`src/rtl/calib_pkg.sv`:
```
package calib_pkg;

    localparam int PIX_W     = 8;
    localparam int GAIN_W    = 16;
    localparam int GAIN_FRAC = 8;
    localparam int OUT_W     = 16;
    localparam int COL_W     = 8;
    localparam int BAND_W    = 2;
    localparam int PROD_W    = PIX_W + GAIN_W;

    typedef struct packed {
        logic [PIX_W-1:0]  bias;
        logic [GAIN_W-1:0] gain;
        logic              defect;
    } cal_entry_t;

    typedef struct packed {
        logic              valid;
        logic              sol;
        logic              eol;
        logic [COL_W-1:0]  col;
        logic [BAND_W-1:0] band;
    } pix_tag_t;

    localparam cal_entry_t ENTRY_RESET = '{bias: '0, gain: GAIN_W'(1 << GAIN_FRAC), defect: 1'b0};

    function automatic logic [OUT_W-1:0] med3(input logic [OUT_W-1:0] a,
                                              input logic [OUT_W-1:0] b,
                                              input logic [OUT_W-1:0] c);
        logic [OUT_W-1:0] lo, hi;
        lo = (a < b) ? a : b;
        hi = (a < b) ? b : a;
        if (c < lo)      return lo;
        else if (c > hi) return hi;
        else             return c;
    endfunction

endpackage

```
`src/rtl/calib_table.sv`:
```
module calib_table
    import calib_pkg::*;
#(
    parameter int COLS  = 8,
    parameter int BANDS = 2
) (
    input  logic              clk,
    input  logic              rst,
    input  pix_tag_t          tag_in,
    input  logic [PIX_W-1:0]  pix_in,
    input  logic              wr_en,
    input  logic [COL_W-1:0]  wr_col,
    input  logic [BAND_W-1:0] wr_band,
    input  cal_entry_t        wr_entry,
    output pix_tag_t          tag_q,
    output logic [PIX_W-1:0]  pix_q,
    output cal_entry_t        ent_q
);
    localparam int NENT  = COLS * BANDS;
    localparam int IDX_W = (NENT > 1) ? $clog2(NENT) : 1;

    cal_entry_t [NENT-1:0] stage_q;
    cal_entry_t [NENT-1:0] work_q;

    logic [IDX_W-1:0] rd_idx, wr_idx;
    logic             rd_ok, wr_ok;
    cal_entry_t       rd_ent;

    always_comb begin
        rd_idx = IDX_W'(int'(tag_in.band) * COLS + int'(tag_in.col));
        wr_idx = IDX_W'(int'(wr_band) * COLS + int'(wr_col));
        rd_ok  = (int'(tag_in.col) < COLS) && (int'(tag_in.band) < BANDS);
        wr_ok  = (int'(wr_col) < COLS) && (int'(wr_band) < BANDS);
        if (!rd_ok)          rd_ent = ENTRY_RESET;
        else if (tag_in.sol) rd_ent = stage_q[rd_idx];
        else                 rd_ent = work_q[rd_idx];
    end

    always_ff @(posedge clk) begin
        if (rst) begin
            for (int i = 0; i < NENT; i++) begin
                stage_q[i] <= ENTRY_RESET;
                work_q[i]  <= ENTRY_RESET;
            end
            tag_q <= '0;
            pix_q <= '0;
            ent_q <= ENTRY_RESET;
        end else begin
            if (wr_en && wr_ok)
                stage_q[wr_idx] <= wr_entry;
            if (tag_in.valid && tag_in.sol)
                work_q <= stage_q;
            tag_q <= tag_in;
            pix_q <= pix_in;
            ent_q <= rd_ent;
        end
    end

    AST_WORK_HOLD: assert property (@(posedge clk) disable iff (rst)
        !(tag_in.valid && tag_in.sol) |=> $stable(work_q)) else $error("working table changed inside a line");

endmodule

```
`src/rtl/calib_correct.sv`:
```
module calib_correct
    import calib_pkg::*;
(
    input  logic             clk,
    input  logic             rst,
    input  pix_tag_t         tag_in,
    input  logic [PIX_W-1:0] pix_in,
    input  cal_entry_t       ent_in,
    output pix_tag_t         tag_q,
    output logic [OUT_W-1:0] corr_q,
    output logic             bad_q
);
    localparam logic [OUT_W-1:0]  OUT_MAX  = {OUT_W{1'b1}};
    localparam logic [PROD_W-1:0] PROD_LIM = PROD_W'(OUT_MAX);

    logic [PIX_W-1:0]  diff;
    logic [PROD_W-1:0] prod;
    logic [OUT_W-1:0]  corr;

    always_comb begin
        diff = (pix_in >= ent_in.bias) ? (pix_in - ent_in.bias) : '0;
        prod = {{GAIN_W{1'b0}}, diff} * {{PIX_W{1'b0}}, ent_in.gain};
        corr = (prod > PROD_LIM) ? OUT_MAX : prod[OUT_W-1:0];
    end

    always_ff @(posedge clk) begin
        if (rst) begin
            tag_q  <= '0;
            corr_q <= '0;
            bad_q  <= 1'b0;
        end else begin
            tag_q  <= tag_in;
            corr_q <= corr;
            bad_q  <= ent_in.defect;
        end
    end

    AST_CLAMP_ZERO: assert property (@(posedge clk) disable iff (rst)
        (tag_in.valid && (pix_in < ent_in.bias)) |=> (corr_q == '0)) else $error("negative difference not clamped");

    AST_FULL_SCALE: assert property (@(posedge clk) disable iff (rst)
        (tag_in.valid && (&pix_in) && (ent_in.bias == '0) && (&ent_in.gain)) |=> (corr_q == OUT_MAX)) else $error("overflow not saturated");

endmodule

```
`src/rtl/calib_defect.sv`:
```
module calib_defect
    import calib_pkg::*;
#(
    parameter int COLS  = 8,
    parameter int BANDS = 2
) (
    input  logic             clk,
    input  logic             rst,
    input  pix_tag_t         tag_in,
    input  logic [OUT_W-1:0] corr_in,
    input  logic             bad_in,
    output pix_tag_t         tag_q,
    output logic [OUT_W-1:0] pix_q
);
    localparam int NENT  = COLS * BANDS;
    localparam int IDX_W = (NENT > 1) ? $clog2(NENT) : 1;
    localparam int NSEEN = 2 ** BAND_W;

    // centre of the three-pixel window
    pix_tag_t         tag_c;
    logic [OUT_W-1:0] corr_c;
    logic             bad_c;
    // older neighbour, also the output stage
    logic [OUT_W-1:0] corr_l;

    logic [NENT-1:0][OUT_W-1:0] prev_line;
    logic [NSEEN-1:0]           band_done;

    logic [IDX_W-1:0] idx_c;
    logic             idx_ok;
    logic [OUT_W-1:0] left_v, right_v, up_v, final_v;

    always_comb begin
        idx_c   = IDX_W'(int'(tag_c.band) * COLS + int'(tag_c.col));
        idx_ok  = (int'(tag_c.col) < COLS) && (int'(tag_c.band) < BANDS);
        left_v  = tag_c.sol ? corr_in : corr_l;
        right_v = tag_c.eol ? corr_l  : corr_in;
        up_v    = (band_done[tag_c.band] && idx_ok) ? prev_line[idx_c] : left_v;
        final_v = bad_c ? med3(left_v, right_v, up_v) : corr_c;
    end

    always_ff @(posedge clk) begin
        if (rst) begin
            tag_c     <= '0;
            corr_c    <= '0;
            bad_c     <= 1'b0;
            tag_q     <= '0;
            corr_l    <= '0;
            pix_q     <= '0;
            prev_line <= '0;
            band_done <= '0;
        end else begin
            tag_c  <= tag_in;
            corr_c <= corr_in;
            bad_c  <= bad_in;
            tag_q  <= tag_c;
            corr_l <= corr_c;
            pix_q  <= final_v;
            if (tag_c.valid && idx_ok)
                prev_line[idx_c] <= final_v;
            if (tag_c.valid && tag_c.eol)
                band_done[tag_c.band] <= 1'b1;
        end
    end

    AST_CLEAN_PASS: assert property (@(posedge clk) disable iff (rst)
        (tag_c.valid && !bad_c) |=> (pix_q == $past(corr_c))) else $error("unflagged pixel altered");

    AST_MEDIAN_SRC: assert property (@(posedge clk) disable iff (rst)
        (tag_c.valid && bad_c && tag_c.sol && !band_done[tag_c.band]) |=> (pix_q == $past(corr_in))) else $error("first-line start substitution wrong");

endmodule

```
`src/rtl/calib_pipe.sv`:
```
module calib_pipe
    import calib_pkg::*;
#(
    parameter int COLS  = 8,
    parameter int BANDS = 2
) (
    input  logic              clk,
    input  logic              rst,
    input  logic              in_valid,
    input  logic              in_sol,
    input  logic              in_eol,
    input  logic [COL_W-1:0]  in_col,
    input  logic [BAND_W-1:0] in_band,
    input  logic [PIX_W-1:0]  in_pix,
    input  logic              wr_en,
    input  logic [COL_W-1:0]  wr_col,
    input  logic [BAND_W-1:0] wr_band,
    input  logic [PIX_W-1:0]  wr_bias,
    input  logic [GAIN_W-1:0] wr_gain,
    input  logic              wr_defect,
    output logic              out_valid,
    output logic              out_sol,
    output logic              out_eol,
    output logic [COL_W-1:0]  out_col,
    output logic [BAND_W-1:0] out_band,
    output logic [OUT_W-1:0]  out_pix
);
    pix_tag_t         tag_in, tag_a, tag_b, tag_o;
    logic [PIX_W-1:0] pix_a;
    cal_entry_t       ent_a, wr_entry;
    logic [OUT_W-1:0] corr_b;
    logic             bad_b;

    always_comb begin
        tag_in   = '{valid: in_valid, sol: in_valid & in_sol, eol: in_valid & in_eol,
                     col: in_col, band: in_band};
        wr_entry = '{bias: wr_bias, gain: wr_gain, defect: wr_defect};
    end

    calib_table #(.COLS(COLS), .BANDS(BANDS)) u_table (
        .clk(clk), .rst(rst), .tag_in(tag_in), .pix_in(in_pix),
        .wr_en(wr_en), .wr_col(wr_col), .wr_band(wr_band), .wr_entry(wr_entry),
        .tag_q(tag_a), .pix_q(pix_a), .ent_q(ent_a)
    );

    calib_correct u_correct (
        .clk(clk), .rst(rst), .tag_in(tag_a), .pix_in(pix_a), .ent_in(ent_a),
        .tag_q(tag_b), .corr_q(corr_b), .bad_q(bad_b)
    );

    calib_defect #(.COLS(COLS), .BANDS(BANDS)) u_defect (
        .clk(clk), .rst(rst), .tag_in(tag_b), .corr_in(corr_b), .bad_in(bad_b),
        .tag_q(tag_o), .pix_q(out_pix)
    );

    always_comb begin
        out_valid = tag_o.valid;
        out_sol   = tag_o.sol;
        out_eol   = tag_o.eol;
        out_col   = tag_o.col;
        out_band  = tag_o.band;
    end

    logic [2:0] since_rst;
    always_ff @(posedge clk) begin
        if (rst)                 since_rst <= '0;
        else if (since_rst != 3'd4) since_rst <= since_rst + 3'd1;
    end

    AST_FIXED_LATENCY: assert property (@(posedge clk) disable iff (rst)
        (since_rst == 3'd4) |-> (out_valid == $past(in_valid, 4))) else $error("latency broken");

    AST_TAG_NEEDS_VALID: assert property (@(posedge clk) disable iff (rst)
        (out_sol || out_eol) |-> out_valid) else $error("line tag without valid");

endmodule

```
`config.mk`:
```
export PLATFORM = sky130hd
export DESIGN_NAME = calib_pipe
export DESIGN_NICKNAME = d
export VERILOG_FILES = /design/src/rtl/calib_pkg.sv /design/src/rtl/calib_table.sv /design/src/rtl/calib_correct.sv /design/src/rtl/calib_defect.sv /design/src/rtl/calib_pipe.sv
export SDC_FILE = /design/constraint.sdc
export NUM_CORES = 2
export LEC_CHECK = 0
export BUFFER_PORTS_ARGS = -buffer_cell sky130_fd_sc_hd__buf_2
export CORE_ASPECT_RATIO = 0.9
export CORE_MARGIN = 3
export CORE_UTILIZATION = 35
export CTS_CLUSTER_SIZE = 25
export DETAILED_ROUTE_END_ITERATION = 7
export SYNTH_ARGS = -nofsm -noshare
export SYNTH_HDL_FRONTEND = slang
export SYNTH_SLANG_ARGS = --single-unit
```
`constraint.sdc`:
```
create_clock -name clk -period 7.4 [get_ports clk]
set_input_delay 1.48 -clock clk [delete_from_list [all_inputs] [get_ports clk]]
set_output_delay 1.48 -clock clk [all_outputs]
set_load 0.03 [all_outputs]
```
==> impl_metrics.env <==
export IMPL_ys_types=74
export IMPL_final_cell_mix="1,732 x nand2_1, 1,207 x dfxtp_1, 848 x a21oi_1"
export IMPL_fin_nets=6176
export IMPL_final_setup_skew_ns=0.0424
export IMPL_cp_start_kind="flip-flop"
export IMPL_min_period_over_period_pct=96.2
export IMPL_cp_buffers_inverters=10
export IMPL_finalSetupViolCount=0
export IMPL_multi_input_comb_area_sq_mm=0.0295
export IMPL_ioPinCount=88
export IMPL_holdPathStages=1
export IMPL_cts_buffers=120
export IMPL_cp_num_cells=31
export IMPL_final_common_cell="nand2_1"
export IMPL_final_hold_viol_count=0
export IMPL_drive_gt1_share_pct=14.6
export IMPL_slowest_delay_ns=0.51
export IMPL_h_tree_depth=3
export IMPL_dpl_worst_slack_ns=-0.162
export IMPL_yosysWarnings=0
export IMPL_drc=0
export IMPL_numClockSinks=1209
export IMPL_yosys_area_top_type="dfxtp_1"
export IMPL_final_cell_area_sq_mm=0.0624
export IMPL_wirelength_um=172000
export IMPL_cp_required_ns=7.94
export IMPL_ys_top_cells_by_area="dfxtp_1 43%, mux4_2 13%, nand2_1 12%, a21oi_1 7.6%, clkbuf_1 3.0%"
export IMPL_leakagePower_nw=21.8
export IMPL_antenna_found_initial=26
export IMPL_synth_edf_count=0
export IMPL_drv_slew=0
export IMPL_dp_hpwl_um=104000
export IMPL_cts_path_max_buffers=3
export IMPL_synth_top_area_share_pct=43.1
export IMPL_routabilityCongestion=0.883
export IMPL_fillers=15800
export IMPL_start_util_pct=35.5
export IMPL_core_rowCount=138
export IMPL_tns_ns=0
export IMPL_vias_per_cell=5.51
export IMPL_crit_path_end_kind="flip-flop"
export IMPL_io_buffers=87
export IMPL_crit_type="flip-flop to flip-flop"
export IMPL_netlist_area_sq_mm=0.0562
export IMPL_grt_pass1_vias=42800
export IMPL_ys_ff_latch=1209
export IMPL_placed_cell_area_sq_mm=0.0582
export IMPL_coreArea_sq_mm=0.158
export IMPL_drtIter0Drc=4713
export IMPL_rr_worst_depth=31
export IMPL_first_pass_iters=5
export IMPL_final_antenna_net_count=0
export IMPL_avgSynthCellArea_sq_um=9.14
export IMPL_outcome="finished clean"
export IMPL_grt_max_degree=230
export IMPL_p_total_mw=13.8
export IMPL_grt_ovfl_total=0
export IMPL_synth_fp_nets=6386
export IMPL_finalWorstSetupSlack_ns=0.280
export IMPL_insertion_delay_ns=0.76
export IMPL_die_w_um=428
export IMPL_final_cells=8143
export IMPL_crit_slowest_cell="fa_1"
export IMPL_register_area_sq_mm=0.0242
export IMPL_slew_headroom_pct=10.2
export IMPL_maxCapViolCount=0
export IMPL_grt_pass1_wl_um=264000
export IMPL_ys_flop_type="dfxtp_1"
export IMPL_min_period_ns=7.12
export IMPL_syn_to_final_growth_pct=11.1
export IMPL_cp_arrival_ns=7.66
export IMPL_timing_fmax_mhz=140
export IMPL_cts_root_buffer="clkbuf_16"
export IMPL_ys_seq_area_share_pct=43.1
export IMPL_gr_usage_all_layers_pct=20.3
export IMPL_hold_path_class="flip-flop to flip-flop"
export IMPL_die_h_um=386
export IMPL_whs_ns=0.434
export IMPL_cts_tree="done"
export IMPL_place_inst=7902
export IMPL_utilization_pct=39.4
export IMPL_ir_drop_mv=0.185
export IMPL_dr_total_vias=44900
export IMPL_power_density_mw_per_mm2=221
export IMPL_die_area_sq_mm=0.165
export IMPL_crit_family="adder cells"
export IMPL_wl_per_cell_um=21.2
export IMPL_path_max_fanout=8
export IMPL_synthCells=6144
export IMPL_clkTransAtPathRegs_ns=0.07
export IMPL_worstMarginPinSlew_ns=1.35
export IMPL_synthArstFlopShare_pct=0
## power by group
group,internal (mW),total (mW),switching [mW]
combinational,0.326,1.05,0.724
clock,3.50,6.21,2.71
sequential,6.53,6.56,0.0237
## area by class of cell
cell class                 count  share of cell area (%)
multi-input combinational   4247                    47.2
sequential                  1209                    38.8
clock buffer                 174                    5.55
tap                         2100                    4.21
timing repair buffer         213                    2.47
inverter                     143                   0.866
clock inverter                46                   0.854
antenna                       11                  0.0441
## logic make-up after synthesis
group	count (synthesis)	synth area share, %
AND/OR/NAND/NOR	2268	17.1
AO/OA/AOI/OAI	1371	14.8
adder cells (fa/ha/maj)	183	5.21
buffers and inverters	688	4.92
XOR/XNOR	25	0.390
flip-flops	1209	43.1
multiplexers	400	14.6
## synthesized netlist by cell type (8+ instances only)
| library cell | count |
|---|---|
| nand2_1 | 1733 |
| dfxtp_1 | 1209 |
| a21oi_1 | 850 |
| clkbuf_1 | 456 |
| mux4_2 | 329 |
| nor2_1 | 167 |
| inv_1 | 142 |
| o21bai_1 | 125 |
| a31oi_1 | 120 |
| a311oi_1 | 115 |
| and2_1 | 104 |
| ha_1 | 98 |
| nor2b_1 | 95 |
| fa_1 | 85 |
| buf_1 | 45 |
| mux2_2 | 42 |
| nand3b_1 | 42 |
| o21ai_0 | 32 |
| mux2i_1 | 29 |
| a21o_1 | 24 |
| nor3_1 | 21 |
| xnor2_1 | 18 |
| buf_4 | 17 |
| a41oi_1 | 16 |
| nand3_1 | 16 |
| nand4_1 | 15 |
| and4_1 | 14 |
| buf_2 | 14 |
| buf_6 | 13 |
| o31ai_1 | 11 |
| o21a_1 | 9 |
| and3_1 | 8 |
| nand2b_1 | 8 |
## registers in the layout, indices dropped and copies added, names as in the netlist
name	count
u_table.stage_q	400
u_table.work_q	400
u_defect.prev_line	256
u_table.ent_q	25
u_correct.corr_q	16
u_defect.corr_c	16
u_defect.corr_l	16
u_defect.pix_q	16
u_correct.tag_q	13
u_defect.tag_c	13
u_defect.tag_q	13
u_table.tag_q	13
u_table.pix_q	8
u_defect.band_done	2
u_correct.bad_q	1
u_defect.bad_c	1
## path summary, 6_finish.rpt
check | from | end | slack, ns
setup / recovery | u_table.pix_q[0]$_SDFF_PP0_ | u_correct.corr_q[0]$_SDFF_PP0_ | 0.28
hold / removal | u_correct.tag_q[6]$_SDFF_PP0_ | u_defect.tag_c[6]$_SDFF_PP0_ | 0.43
setup reg to reg | u_table.pix_q[0]$_SDFF_PP0_ | u_correct.corr_q[0]$_SDFF_PP0_ | 0.28
hold reg to reg | u_correct.tag_q[6]$_SDFF_PP0_ | u_defect.tag_c[6]$_SDFF_PP0_ | 0.43
## layer usage
metal	GRT usage (%)	routed length [um]	up-vias
li1	-	-	20800
met1	27.5	74700	22200
met2	33.7	81600	1520
met3	2.84	11000	316
met4	6.09	4900	2
met5	0	13	-
## repair_timing
action                                  CTS  global route
endpoints found under the setup margin   16            16
resized for setup                         8            16
gates cloned                              0             1
pin swaps                                 1            10
hold buffers                              0             0
setup buffers                             4             5
(Power assumes the default switching activity.)
